### src/rtl/xbus_pkg.sv
package xbus_pkg;
  typedef enum logic [2:0] {M_IDLE, M_REQ, M_SETUP, M_STRB, M_REL} mst_e;
  typedef enum logic [1:0] {S_IDLE, S_ACC, S_ACK} slv_e;
  typedef enum logic [1:0] {
    YSEL_NONE = 2'd0,
    YSEL_ADDR = 2'd1,
    YSEL_RECV = 2'd2,
    YSEL_XMIT = 2'd3
  } ysel_e;
endpackage

### src/rtl/xbus_sync.sv
module xbus_sync #(
  parameter int STAGES = 2
) (
  input  logic clk_i,
  input  logic rst_ni,
  input  logic d_i,
  output logic q_o
);
  generate
    if (STAGES <= 1) begin : g_one
      logic ff_q;
      always_ff @(posedge clk_i or negedge rst_ni)
        if (!rst_ni) ff_q <= 1'b0;
        else         ff_q <= d_i;
      assign q_o = ff_q;
    end else begin : g_chain
      logic [STAGES-1:0] ff_q;
      always_ff @(posedge clk_i or negedge rst_ni)
        if (!rst_ni) ff_q <= '0;
        else         ff_q <= {ff_q[STAGES-2:0], d_i};
      assign q_o = ff_q[STAGES-1];
    end
  endgenerate
endmodule

### src/rtl/xbus_master.sv
module xbus_master
  import xbus_pkg::*;
(
  input  logic clk_i,
  input  logic rst_ni,
  input  logic start_i,
  input  logic wr_i,
  input  logic gnt_s_i,
  input  logic ack_s_i,
  output logic bus_req_o,
  output logic bus_strb_o,
  output logic bus_wr_o,
  output logic addr_oe_o,
  output logic data_oe_o,
  output logic r_ld_o,
  output logic done_o,
  output logic busy_o
);
  mst_e st_q, st_d;
  logic wr_q, done_q;

  always_comb begin
    st_d = st_q;
    unique case (st_q)
      M_IDLE:  if (start_i) st_d = M_REQ;
      M_REQ:   if (gnt_s_i) st_d = M_SETUP;
      M_SETUP: st_d = M_STRB;               // address setup before strobe
      M_STRB:  if (ack_s_i) st_d = M_REL;
      M_REL:   if (!ack_s_i) st_d = M_IDLE;
      default: st_d = M_IDLE;
    endcase
  end

  always_ff @(posedge clk_i or negedge rst_ni) begin
    if (!rst_ni) begin
      st_q   <= M_IDLE;
      wr_q   <= 1'b0;
      done_q <= 1'b0;
    end else begin
      st_q   <= st_d;
      if (st_q == M_IDLE && start_i) wr_q <= wr_i;
      done_q <= (st_q == M_REL) && !ack_s_i;
    end
  end

  assign busy_o     = (st_q != M_IDLE);
  assign bus_req_o  = busy_o;
  assign bus_strb_o = (st_q == M_STRB);
  assign addr_oe_o  = (st_q == M_SETUP) || (st_q == M_STRB) || (st_q == M_REL);
  assign data_oe_o  = addr_oe_o && wr_q;
  assign bus_wr_o   = addr_oe_o && wr_q;
  assign r_ld_o     = (st_q == M_STRB) && ack_s_i && !wr_q;
  assign done_o     = done_q;

  a_r2_strb_after_gnt: assert property (@(posedge clk_i) disable iff (!rst_ni)
    $rose(bus_strb_o) |-> gnt_s_i);
  a_r6_strb_until_ack: assert property (@(posedge clk_i) disable iff (!rst_ni)
    (bus_strb_o && !ack_s_i) |=> bus_strb_o);
  a_r6_done_after_release: assert property (@(posedge clk_i) disable iff (!rst_ni)
    done_o |-> (!ack_s_i && !bus_req_o));
endmodule

### src/rtl/xbus_slave.sv
module xbus_slave
  import xbus_pkg::*;
#(
  parameter int          AW        = 16,
  parameter int          DW        = 16,
  parameter int          NREGS     = 12,
  parameter logic [15:0] BASE_ADDR = 16'h0100,
  localparam int         SEL_W     = $clog2(NREGS)
) (
  input  logic             clk_i,
  input  logic             rst_ni,
  input  logic             halted_i,
  input  logic             strb_s_i,
  input  logic [AW-1:0]    addr_i,
  input  logic             wr_i,
  input  logic [DW-1:0]    wdata_i,
  output logic             ack_o,
  output logic             data_oe_o,
  output logic [DW-1:0]    rdata_o,
  output logic [SEL_W-1:0] reg_sel_o,
  output logic             reg_we_o,
  output logic [DW-1:0]    reg_wdata_o,
  input  logic [DW-1:0]    reg_rdata_i
);
  localparam logic [AW-2:0] NREGS_W = (AW-1)'(NREGS);
  localparam logic [AW-2:0] BASE_W  = BASE_ADDR[AW-1:1];

  slv_e st_q;
  logic strb_d_q, wr_q;
  logic [SEL_W-1:0] idx_q;
  logic [DW-1:0] wd_q, rd_q;
  logic [AW-2:0] woff;
  logic hit, strb_rise;

  // unsigned offset: addresses below the base wrap high and miss
  assign woff      = addr_i[AW-1:1] - BASE_W;
  assign hit       = !addr_i[0] && (woff < NREGS_W);
  assign strb_rise = strb_s_i && !strb_d_q;

  always_ff @(posedge clk_i or negedge rst_ni) begin
    if (!rst_ni) begin
      st_q     <= S_IDLE;
      strb_d_q <= 1'b0;
      wr_q     <= 1'b0;
      idx_q    <= '0;
      wd_q     <= '0;
      rd_q     <= '0;
    end else begin
      strb_d_q <= strb_s_i;
      unique case (st_q)
        S_IDLE: if (strb_rise && halted_i && hit) begin
          st_q  <= S_ACC;
          wr_q  <= wr_i;
          idx_q <= woff[SEL_W-1:0];
          wd_q  <= wdata_i;
        end
        S_ACC: begin
          st_q <= S_ACK;
          if (!wr_q) rd_q <= reg_rdata_i;
        end
        S_ACK: if (!strb_s_i) st_q <= S_IDLE;
        default: st_q <= S_IDLE;
      endcase
    end
  end

  assign ack_o       = (st_q == S_ACK);
  assign data_oe_o   = ack_o && !wr_q;
  assign rdata_o     = rd_q;
  assign reg_sel_o   = idx_q;
  assign reg_we_o    = (st_q == S_ACC) && wr_q;
  assign reg_wdata_o = wd_q;

  a_r11_ack_needs_halt: assert property (@(posedge clk_i) disable iff (!rst_ni)
    $rose(ack_o) |-> $past(halted_i, 2));
  a_r12_ack_hold: assert property (@(posedge clk_i) disable iff (!rst_ni)
    (ack_o && strb_s_i) |=> ack_o);
  a_r10_sel_range: assert property (@(posedge clk_i) disable iff (!rst_ni)
    reg_we_o |-> (32'(reg_sel_o) < NREGS));
endmodule

### src/rtl/xbus_port.sv
module xbus_port
  import xbus_pkg::*;
#(
  parameter int          SYNC_STAGES = 2,
  parameter int          NREGS       = 12,
  parameter logic [15:0] BASE_ADDR   = 16'h0100,
  localparam int         AW          = 16,
  localparam int         DW          = 16,
  localparam int         SEL_W       = $clog2(NREGS)
) (
  input  logic             clk_i,
  input  logic             rst_ni,
  input  logic             halted_i,
  input  logic             start_i,
  input  logic             wr_i,
  input  logic             a_ld_i,
  input  logic [AW-1:0]    a_d_i,
  input  logic             t_ld_i,
  input  logic [DW-1:0]    t_d_i,
  input  logic [1:0]       ysel_i,
  output logic [DW-1:0]    y_o,
  output logic             done_o,
  output logic             busy_o,
  output logic             bus_req_o,
  input  logic             bus_gnt_i,
  output logic [AW-1:0]    bus_addr_o,
  output logic             bus_addr_oe_o,
  output logic             bus_wr_o,
  output logic             bus_strb_o,
  input  logic             bus_ack_i,
  input  logic [DW-1:0]    bus_data_i,
  output logic [DW-1:0]    bus_data_o,
  output logic             bus_data_oe_o,
  input  logic [AW-1:0]    bus_addr_i,
  input  logic             bus_wr_i,
  input  logic             bus_strb_i,
  output logic             bus_ack_o,
  output logic [SEL_W-1:0] reg_sel_o,
  output logic             reg_we_o,
  output logic [DW-1:0]    reg_wdata_o,
  input  logic [DW-1:0]    reg_rdata_i
);
  logic gnt_s, ack_s, strb_s;
  logic m_data_oe, s_data_oe, r_ld;
  logic [DW-1:0] s_rdata;
  logic [AW-1:0] a_q;
  logic [DW-1:0] r_q, t_q;

  xbus_sync #(.STAGES(SYNC_STAGES)) u_sync_gnt (
    .clk_i(clk_i), .rst_ni(rst_ni), .d_i(bus_gnt_i), .q_o(gnt_s));
  xbus_sync #(.STAGES(SYNC_STAGES)) u_sync_ack (
    .clk_i(clk_i), .rst_ni(rst_ni), .d_i(bus_ack_i), .q_o(ack_s));
  xbus_sync #(.STAGES(SYNC_STAGES)) u_sync_strb (
    .clk_i(clk_i), .rst_ni(rst_ni), .d_i(bus_strb_i), .q_o(strb_s));

  xbus_master u_master (
    .clk_i     (clk_i),
    .rst_ni    (rst_ni),
    .start_i   (start_i),
    .wr_i      (wr_i),
    .gnt_s_i   (gnt_s),
    .ack_s_i   (ack_s),
    .bus_req_o (bus_req_o),
    .bus_strb_o(bus_strb_o),
    .bus_wr_o  (bus_wr_o),
    .addr_oe_o (bus_addr_oe_o),
    .data_oe_o (m_data_oe),
    .r_ld_o    (r_ld),
    .done_o    (done_o),
    .busy_o    (busy_o)
  );

  xbus_slave #(
    .AW(AW), .DW(DW), .NREGS(NREGS), .BASE_ADDR(BASE_ADDR)
  ) u_slave (
    .clk_i      (clk_i),
    .rst_ni     (rst_ni),
    .halted_i   (halted_i),
    .strb_s_i   (strb_s),
    .addr_i     (bus_addr_i),
    .wr_i       (bus_wr_i),
    .wdata_i    (bus_data_i),
    .ack_o      (bus_ack_o),
    .data_oe_o  (s_data_oe),
    .rdata_o    (s_rdata),
    .reg_sel_o  (reg_sel_o),
    .reg_we_o   (reg_we_o),
    .reg_wdata_o(reg_wdata_o),
    .reg_rdata_i(reg_rdata_i)
  );

  // A and T frozen for the whole master transfer
  always_ff @(posedge clk_i or negedge rst_ni) begin
    if (!rst_ni) begin
      a_q <= '0;
      r_q <= '0;
      t_q <= '0;
    end else begin
      if (a_ld_i && !busy_o) a_q <= a_d_i;
      if (t_ld_i && !busy_o) t_q <= t_d_i;
      if (r_ld)              r_q <= bus_data_i;
    end
  end

  always_comb begin
    unique case (ysel_e'(ysel_i))
      YSEL_ADDR: y_o = a_q;
      YSEL_RECV: y_o = r_q;
      YSEL_XMIT: y_o = t_q;
      default:   y_o = '0;
    endcase
  end

  assign bus_addr_o    = a_q;
  assign bus_data_o    = m_data_oe ? t_q : s_rdata;
  assign bus_data_oe_o = m_data_oe || s_data_oe;

  a_r3_addr_stable: assert property (@(posedge clk_i) disable iff (!rst_ni)
    bus_addr_oe_o |=> (!bus_addr_oe_o || $stable(bus_addr_o)));
  a_r12_oe_exclusive: assert property (@(posedge clk_i) disable iff (!rst_ni)
    !(m_data_oe && s_data_oe));
endmodule

### config.mk
export PLATFORM = sky130hd
export DESIGN_NAME = xbus_port
export DESIGN_NICKNAME = d
export VERILOG_FILES = /design/src/rtl/xbus_pkg.sv /design/src/rtl/xbus_sync.sv /design/src/rtl/xbus_master.sv /design/src/rtl/xbus_slave.sv /design/src/rtl/xbus_port.sv
export SDC_FILE = /design/constraint.sdc
export NUM_CORES = 1
export LEC_CHECK = 0
export BUFFER_PORTS_ARGS = -buffer_cell sky130_fd_sc_hd__buf_2
export CAP_MARGIN = 10
export CORE_MARGIN = 1.5
export CORE_UTILIZATION = 45
export DETAILED_ROUTE_END_ITERATION = 7
export PLACE_DENSITY = 0.82
export SYNTH_ARGS = -nofsm -noshare
export SYNTH_HDL_FRONTEND = slang
export SYNTH_SLANG_ARGS = --single-unit
export TNS_END_PERCENT = 20
### constraint.sdc
create_clock -name clk_i -period 5.05 [get_ports clk_i]
set_input_delay 0 -clock clk_i [delete_from_list [all_inputs] [get_ports clk_i]]
set_output_delay 0 -clock clk_i [all_outputs]
set_load 0.01 [all_outputs]
==> impl_metrics.yaml, run 1 <==
worst_setup_path:
  cp_max_fo: 2
  crit_required_ns: 5.36
  r2r_slack_ns: 2.28
  arrival_ns: 3.08
  cp-start-kind: "flip-flop"
  worst-setup-path-type: "reg -> reg"
  endpoint_kind: "flip-flop"
sta:
  max_freq_mhz: 362
  slew_viol_final: 0
  finClkSkew_ns: 0.0105
  hold_violations: 0
  period_needed_ns: 2.77
  period_share: 0.548
  slew_headroom: 0.262
  worst_hold_slack_ns: 0.154
  tightest_slew_ns: 1.11
  setup_tns_ns: 0
  finalSetupViolCount: 0
  rsz0062_at_grt: "no"
power_and_ir_drop:
  vdd_drop_max_uv: 264
  seqPwrFrac: 0.436
  p_clk_frac: 0.207
  leakage_nw: 3.22
  p_comb_frac: 0.357
  power_density_nw_per_um2: 432
  switching_share: 0.322
  p_int_w: 0.00185
  power_switching_w: 0.000879
clocking:
  cts_setup_buffers: 0
  root_buffer: "clkbuf_8"
  clkSinkCount: 99
  htreeDepth: 3
  cts.clk_slew.worst_paths_ns: 0.10
  cts_buffers: 9
  worstSkewPairLatency_ns: 0.37
  hold_buffers: 82
  clockBufferDepth: 2
  ctsResizeCount: 0
  tritoncts: "yes"
global_routing:
  antenna_found_initial: 0
  grt_pass1_vias: 3740
  grt_pass1_wl_um: 18400
  grt_max_degree: 56
  overflow: 0
  track_usage: 0.240
layout:
  nets: 631
  drive_above_1_share: 0.575
  final_cells: 673
  fill_cells: 663
  final_core_util: 0.680
  area.growth.synth_to_final_pct: 46.2
floorplan:
  die_w_um: 101
  rows: 35
  fp.dieH_um: 101
  die_area_um2: 10200
  coreArea_um2: 9280
  io_pins: 170
  start_util: 0.465
status:
  outcome: "finished clean"
flow_run:
  drv_cap: 0
synth:
  synthCells: 289
  ys.flop_type: "dfrtp_1"
  syn-cell-area_um2: 4320
  synth_edf_count: 0
  yosysWarnings: 0
  async_reset_ff_frac: 1.00
  yosysSeqAreaShare: 0.573
  syn_avg_cell_area_um2: 14.9
  ys_ff_latch: 99
  synth.net_count: 382
  synth_cell_types: 31
placed_design:
  dpl.cell_count: 574
  portBuffers: 169
  gp_congestion: 0.911
  dp_hpwl_um: 7920
drt:
  postRouteAntennaNets: 0
  drt_iter0_markers: 82
  drt_first_pass_iters: 4
  vias_per_cell: 4.99
  drc: 0
  wl_per_cell_um: 17.6
  routed_wl_um: 11900
  vias: 3361
min_path:
  hold_class: "in -> async"
sequential cells by signal, indices dropped and copies added (netlist names), 3 cells and up:
name	cells
bus_addr_o	16
u_slave.reg_sel_o	4
u_slave.reg_wdata_o	16
u_master.st_q	3
t_q	16
r_q	16
u_slave.rdata_o	16
logic make-up (layout without fill, tap and decap cells):
| group | count (synthesis) | in the layout | synth area share |
|---|---|---|---|
| muxes | 119 | 119 | 0.317 |
| DFF | 99 | 99 | 0.573 |
| and+or+nand+nor | 26 | 26 | 0.0394 |
| AOI/OAI and AO/OA | 23 | 23 | 0.0431 |
| buffers and inverters | 22 | 276 | 0.0269 |
| other | 0 | 1 | 0 |
cells in the mapped netlist, types with 2 or more instances:
master,count,share of area
buf_6,2,0.0052
and2_1,2,0.0029
dfrtp_1,99,0.57
a211oi_1,2,0.0035
mux2_4,8,0.028
a22o_1,16,0.032
nor3_2,2,0.0046
buf_4,3,0.0052
nand2_1,7,0.0061
buf_2,6,0.0070
o21ai_0,2,0.0023
nor3_1,3,0.0035
mux2_2,110,0.29
clkbuf_1,5,0.0043
inv_1,6,0.0052
cell usage in the layout, fill, tap and decap left out:
cell	count
mux2_1	1
mux2_4	8
bufinv_16	2
clkinv_4	1
a211oi_1	2
nor2b_1	1
o21ai_2	1
clkbuf_8	10
dlygate4sd3_1	82
dfrtp_1	99
nand3b_1	1
buf_2	168
nor4b_1	1
diode_2	1
nor3b_1	1
nand2_4	1
nor4_1	1
mux2_2	110
a22o_1	16
nand3_1	1
and2_1	2
nor2_1	1
clkinvlp_4	2
nor3_1	3
a21boi_0	1
nor3b_2	1
or3b_4	1
nand2_1	7
inv_1	6
o21ai_0	2
clkinv_2	1
buf_4	4
a21oi_1	1
nor3_4	1
or3_1	1
nor4bb_1	1
nor3_2	1
critical path, stage by stage, from the launching register on:
cell and delay [ns]:
dfrtp_1 0.40, nor4_1 0.30, dlygate4sd3_1 0.60, nand2_1 0.11, dlygate4sd3_1 0.62, nor3_1 0.12
dlygate4sd3_1 0.57
per-layer routing:
layer,part of all wire,global-route usage
met3,0.039,0.0541
met2,0.53,0.423
met5,0,0
met1,0.39,0.267
met4,0.036,0.132
power groups by stage:
| stage | Combinational [W] | Clock [W] | Sequential [W] |
|---|---|---|---|
| 4_1_cts | 0.000970 | 0.000581 | 0.00118 |
| 3_5_place_dp | 0.000911 | 0 | 0.00120 |
| 6_report | 0.000973 | 0.000565 | 0.00119 |
| 2_1_floorplan | 0.000591 | 0 | 0.00117 |
| 3_3_place_gp | 0.000888 | 0 | 0.00119 |
| 5_1_grt | 0.00105 | 0.000606 | 0.00122 |
final cells by class:
| class | count | area (um^2) | share of cell area |
|---|---|---|---|
| Antenna cell | 1 | 2.50 | 0.000396 |
| Clock buffer | 10 | 138 | 0.0218 |
| Sequential cell | 99 | 2480 | 0.392 |
| Multi-Input combinational cell | 168 | 1730 | 0.274 |
| Timing Repair Buffer | 254 | 1690 | 0.268 |
| Clock inverter | 6 | 88.8 | 0.0141 |
| Inverter | 6 | 22.5 | 0.00357 |
| Tap cell | 129 | 161 | 0.0256 |
path summary, 6_finish.rpt:
kind / startpoint / cells after the start / to
setup / recovery: u_slave.st_q[0] / 6 / u_slave.st_q[0]
hold / removal: rst_ni / 2 / t_q[3]
hold reg to reg: u_sync_gnt.g_chain.ff_q[0] / 0 / u_sync_gnt.g_chain.ff_q[1]
max in group asynchronous: rst_ni / 3 / r_q[14]
setup reg to reg: u_slave.st_q[0] / 6 / u_slave.st_q[0]
min in group clk_i: bus_strb_i / 2 / u_sync_strb.g_chain.ff_q[0]
per-stage QoR:
stage / setup WS [ns] / power, W / cell area (um^2)
after global routing: 2.17 / 0.00288 / 6310
after global placement: 2.99 / 0.00207 / 5270
after CTS: 2.36 / 0.00273 / 6310
after floorplan: 3.36 / 0.00176 / 4320
after detailed placement: 2.81 / 0.00211 / 5270
final: 2.28 / 0.00273 / 6310
(Power assumes the default switching activity.)
==> run 2: changes to the inputs <==
ABC_AREA = 1   (was default)
PLACE_DENSITY = 0.81   (was 0.82)
clock period = 2.7 ns   (was 5.05 ns; I/O delays follow)
==> impl_metrics.yaml, run 2 <==
layout:
  layout_common_cells: "buf_2 (168), nand2_1 (146), dfrtp_1 (99)"
  antenna_cells: 0
  final_cells: 882
  final_common_cell: "buf_2"
  drive_above_1_share: 0.335
  area.growth.synth_to_final_pct: 42.0
  nets: 837
  stdcell_area_um2: 6490
worst_setup_path:
  cp-start-kind: "flip-flop"
  r2r_start: "u_master.st_q[2]"
  worst-r2r-cell-count: 6
  r2r_slack_ns: 0.51
  startpoint: "u_master.st_q[2]"
  arrival_ns: 2.43
  timing.rr.end: "u_master.wr_q"
  crit_required_ns: 2.94
  endpoint_kind: "flip-flop"
  cp_max_fo: 6
  worst-setup-path-type: "reg -> reg"
min_path:
  hold_class: "in -> reg"
  hold_start: "bus_addr_i[0]"
  hold_end: "u_slave.reg_wdata_o[14]"
  holdPathStages: 5
sta:
  period_needed_ns: 2.19
  finClkSkew_ns: 0.0124
  finalSetupViolCount: 0
  rsz0062_at_grt: "no"
  max_freq_mhz: 456
  slew_headroom: 0.340
  period_share: 0.811
  slew_viol_final: 0
  setup_tns_ns: 0
  tightest_slew_ns: 0.986
  hold_violations: 0
synth:
  ys.flop_type: "dfrtp_1"
  synth_cell_types: 23
  synth_edf_count: 0
  async_reset_ff_frac: 1.00
  yosysWarnings: 0
  synth.net_count: 597
  yosysSeqAreaShare: 0.542
  synth_area_leaders: "dfrtp_1 (54%), nand2_1 (12%), o21ai_2 (6.1%)"
  synthCells: 504
  synth.top_cell.area_share: 0.542
  ys_ff_latch: 99
  syn_avg_cell_area_um2: 9.08
  syn-cell-area_um2: 4570
  synthTopCellsByCount: "nand2_1 (146), dfrtp_1 (99), inv_1 (63)"
  synth_top_area_cell: "dfrtp_1"
  post-synth-top-count-cell: "nand2_1"
placed_design:
  gp_congestion: 0.864
  dpl.cell_count: 789
  place_area_um2: 5480
  portBuffers: 169
  dp_hpwl_um: 9000
drt:
  vias_per_cell: 4.98
  wl_per_cell_um: 14.9
  drt_iter0_markers: 276
  drt_first_pass_iters: 5
  routed_wl_um: 13200
  vias: 4388
  postRouteAntennaNets: 0
  drc: 0
clocking:
  root_buffer: "clkbuf_8"
  worstSkewPairLatency_ns: 0.36
  clkSinkCount: 99
  clockBufferDepth: 2
  cts.clk_slew.worst_paths_ns: 0.10
  htreeDepth: 3
  tritoncts: "yes"
  ctsResizeCount: 0
  cts_buffers: 9
global_routing:
  track_usage: 0.249
  grt_max_degree: 49
  overflow: 0
  grt_pass1_wl_um: 21500
  antenna_found_initial: 0
  grt_pass1_vias: 4374
floorplan:
  io_pins: 170
  die_w_um: 104
  fp.dieH_um: 104
  start_util: 0.466
  rows: 36
  die_area_um2: 10800
  coreArea_um2: 9820
flow_run:
  drv_cap: 0
power_and_ir_drop:
  leakage_nw: 3.55
  vdd_drop_max_uv: 361
  power_density_nw_per_um2: 791
status:
  outcome: "finished clean"
## run 2: changes by cell type after synthesis, sizes merged, moves of 16 or more
cell / change
o21ai: +47
nor2: +31
nand4: +21
nand2: +139
a21oi: +16
mux2: -103
a22o: -16
inv: +60
## run 2: worst max path at each step
stage                                         end  slack, ns
after floorplan               u_slave.rdata_o[10]       1.48
after global placement     u_slave.reg_wdata_o[5]       0.85
after detailed placement  u_slave.reg_wdata_o[11]       0.72
after CTS                           u_master.wr_q       0.59
after global routing                u_master.wr_q       0.43
final                               u_master.wr_q       0.51
## run 2: area by class of cell
type | instances | area, um^2
inverter | 66 | 248
clock inverter | 5 | 100
clock buffer | 11 | 141
sequential | 99 | 2480
tap | 133 | 166
timing repair buffer | 254 | 1680
fill | 782 | 3330
multi-input combinational | 314 | 1680
## run 2: routing by layer
metal	global-route usage	wire (um)	vias up
li1	-	-	2087
met1	0.326	5600	2095
met2	0.419	6510	177
met3	0.0334	696	29
met4	0.100	370	0
met5	0	0	-
## run 2: what timing repair did
action	in CTS	in global routing
endpoints found under the hold margin	135	0
buffers inserted	0	0
setup endpoints to repair	0	0
hold buffers	77	0
## run 2: per-stage QoR
| step | setup WS [ns] | hold WS [ns] | util | total power [W] |
|---|---|---|---|---|
| 6_report | 0.509 | 0.132 | 0.661 | 0.00513 |
| 3_3_place_gp | 0.854 | 0.0485 | 0.558 | 0.00382 |
| 5_1_grt | 0.431 | 0.141 | 0.661 | 0.00547 |
| 2_1_floorplan | 1.48 | -0.296 | - | 0.00326 |
| 4_1_cts | 0.587 | 0.129 | 0.661 | 0.00514 |
| 3_5_place_dp | 0.724 | 0.0569 | 0.558 | 0.00389 |
## run 2: logic make-up (layout without fill, tap and decap cells)
family | Yosys count | count (layout) | synth area share
AOI/OAI and AO/OA | 82 | 82 | 0.124
buffers and inverters | 91 | 336 | 0.0908
DFF | 99 | 99 | 0.542
muxes | 16 | 16 | 0.0394
and+or+nand+nor | 216 | 216 | 0.204
## run 2: worst max-delay path: stages (launching register included)
cell and delay (ns):
dfrtp_1 0.47, nor2_4 0.20, nand3_1 0.13, nor2_1 0.12
dlygate4sd3_1 0.56, a21oi_1 0.04, dlygate4sd3_1 0.56
## run 2: power breakdown
group          leakage, nW  switching [W]  internal (W)
registers             1.20       0.000257       0.00187
clock network        0.123       0.000500      0.000639
logic                 2.22        0.00112      0.000753
==> run 3: changes to the inputs <==
clock period = 2.1 ns   (was 2.7 ns; I/O delays follow)
==> impl_metrics.yaml, run 3 (synthesized netlist as in run 2, its figures left out) <==
sta:
  slew_viol_final: 0
  max_freq_mhz: 528
  hold_violations: 0
  period_share: 0.902
  slew_headroom: 0.508
  tightest_slew_ns: 0.738
  worst_hold_slack_ns: 0.110
  period_needed_ns: 1.89
  finClkSkew_ns: 0.00778
  setup_tns_ns: 0
  finalSetupViolCount: 0
  rsz0062_at_grt: "no"
layout:
  drive_above_1_share: 0.333
  final_common_cell: "buf_2"
  nets: 837
  layout_common_cells: "buf_2 (168), nand2_1 (146), dfrtp_1 (99)"
  area.growth.synth_to_final_pct: 40.4
  antenna_cells: 0
min_path:
  holdPathStages: 4
  hold_end: "u_slave.st_q[0]"
  hold_start: "bus_addr_i[0]"
  hold_class: "in -> reg"
clocking:
  cts_buffers: 9
  root_buffer: "clkbuf_8"
  ctsResizeCount: 0
  tritoncts: "yes"
  cts_setup_buffers: 0
  hold_buffers: 76
  clockBufferDepth: 2
  clkSinkCount: 99
  htreeDepth: 3
  cts.clk_slew.worst_paths_ns: 0.09
  worstSkewPairLatency_ns: 0.36
worst_setup_path:
  max_stage_delay_ns: 0.43
  path_buf_inv: 3
  cp_max_fo: 33
  crit_chain: "inv_2 -> nand3_2 -> o21ai_2 -> nand2_4 -> inv_1 -> nand2_1 -> nand2_1 -> buf_2"
  cp-start-kind: "flip-flop"
  endpoint_kind: "output pin"
  cpMostUsedCell: "nand2_1"
  crit_required_ns: 2.10
  timing.rr.end: "u_master.wr_q"
  r2r_slack_ns: 0.49
  cpMaxStageDelayCell: "dfrtp_1"
  r2r_start: "u_master.st_q[2]"
  arrival_ns: 1.89
  worst-setup-path-type: "reg -> out"
  cpLargestDelayFamily: "simple AND/OR/NAND/NOR gates"
  worst-r2r-cell-count: 5
global_routing:
  overflow: 0
  grt_max_degree: 57
  track_usage: 0.256
  grt_pass1_vias: 4450
  grt_pass1_wl_um: 21900
  antenna_found_initial: 0
drt:
  drt_iter0_markers: 172
  postRouteAntennaNets: 0
  wl_per_cell_um: 15.1
  vias: 4341
  drc: 0
  drt_first_pass_iters: 4
  routed_wl_um: 13300
  vias_per_cell: 4.93
floorplan:
  start_util: 0.466
  die_area_um2: 10800
  rows: 36
  coreArea_um2: 9820
  io_pins: 170
  die_w_um: 104
  fp.dieH_um: 104
placed_design:
  gp_congestion: 0.859
  dp_hpwl_um: 8930
  portBuffers: 169
flow_run:
  drv_cap: 0
power_and_ir_drop:
  leakage_nw: 3.51
  vdd_drop_max_uv: 382
  power_density_nw_per_um2: 965
status:
  outcome: "finished clean"
==> run 3: stage by stage <==
step           utilization  instance area [um^2]  setup slack, ns  std cells  power [W]
2_1_floorplan            -                  4570            0.881        504    0.00419
3_3_place_gp         0.560                  5500            0.619        790    0.00491
3_5_place_dp         0.560                  5500            0.539        790    0.00501
4_1_cts              0.654                  6420            0.228        881    0.00619
5_1_grt              0.654                  6420           0.0465        881    0.00661
6_report             0.654                  6420            0.206        881    0.00620
==> run 3: power by group <==
| part | internal [W] | total [W] | switching (W) |
|---|---|---|---|
| clock network | 0.000457 | 0.00107 | 0.000612 |
| registers | 0.00240 | 0.00273 | 0.000331 |
| logic | 0.000947 | 0.00240 | 0.00145 |
| total | 0.00380 | 0.00620 | 0.00239 |
==> run 3: area by class of cell <==
| type | count | area, um^2 |
|---|---|---|
| Sequential cell | 99 | 2480 |
| Multi-Input combinational cell | 314 | 1680 |
| Timing Repair Buffer | 254 | 1690 |
| Fill cell | 813 | 3400 |
| Clock buffer | 13 | 149 |
| Tap cell | 133 | 166 |
| Clock inverter | 2 | 12.5 |
| Inverter | 66 | 248 |
==> run 3: how the worst max path moves through the flow <==
stage	endpoint	depth (start not counted)	startpoint
finish	bus_data_o[11]	8	u_master.st_q[1]
global route	bus_data_o[11]	8	u_master.st_q[1]
CTS	bus_data_o[11]	8	u_master.st_q[1]
detailed placement	r_q[9]	6	u_master.st_q[2]
global placement	r_q[10]	6	u_master.st_q[2]
floorplan	u_slave.rdata_o[10]	3	u_slave.st_q[0]
==> run 3: worst register-to-register path, stage by stage, from the launching register on <==
cell and delay, ns:
dfrtp_1 0.49, nor2_4 0.20, nand3_1 0.11, nor2_1 0.10, dlygate4sd3_1 0.57, a21oi_1 0.04
==> run 3: metal layers <==
layer / vias to the layer above / global-route usage / share of wire
met5: - / 0 / 0
met4: 0 / 0.123 / 0.037
met3: 41 / 0.0522 / 0.049
met2: 153 / 0.433 / 0.49
met1: 2057 / 0.312 / 0.42
li1: 2090 / - / -
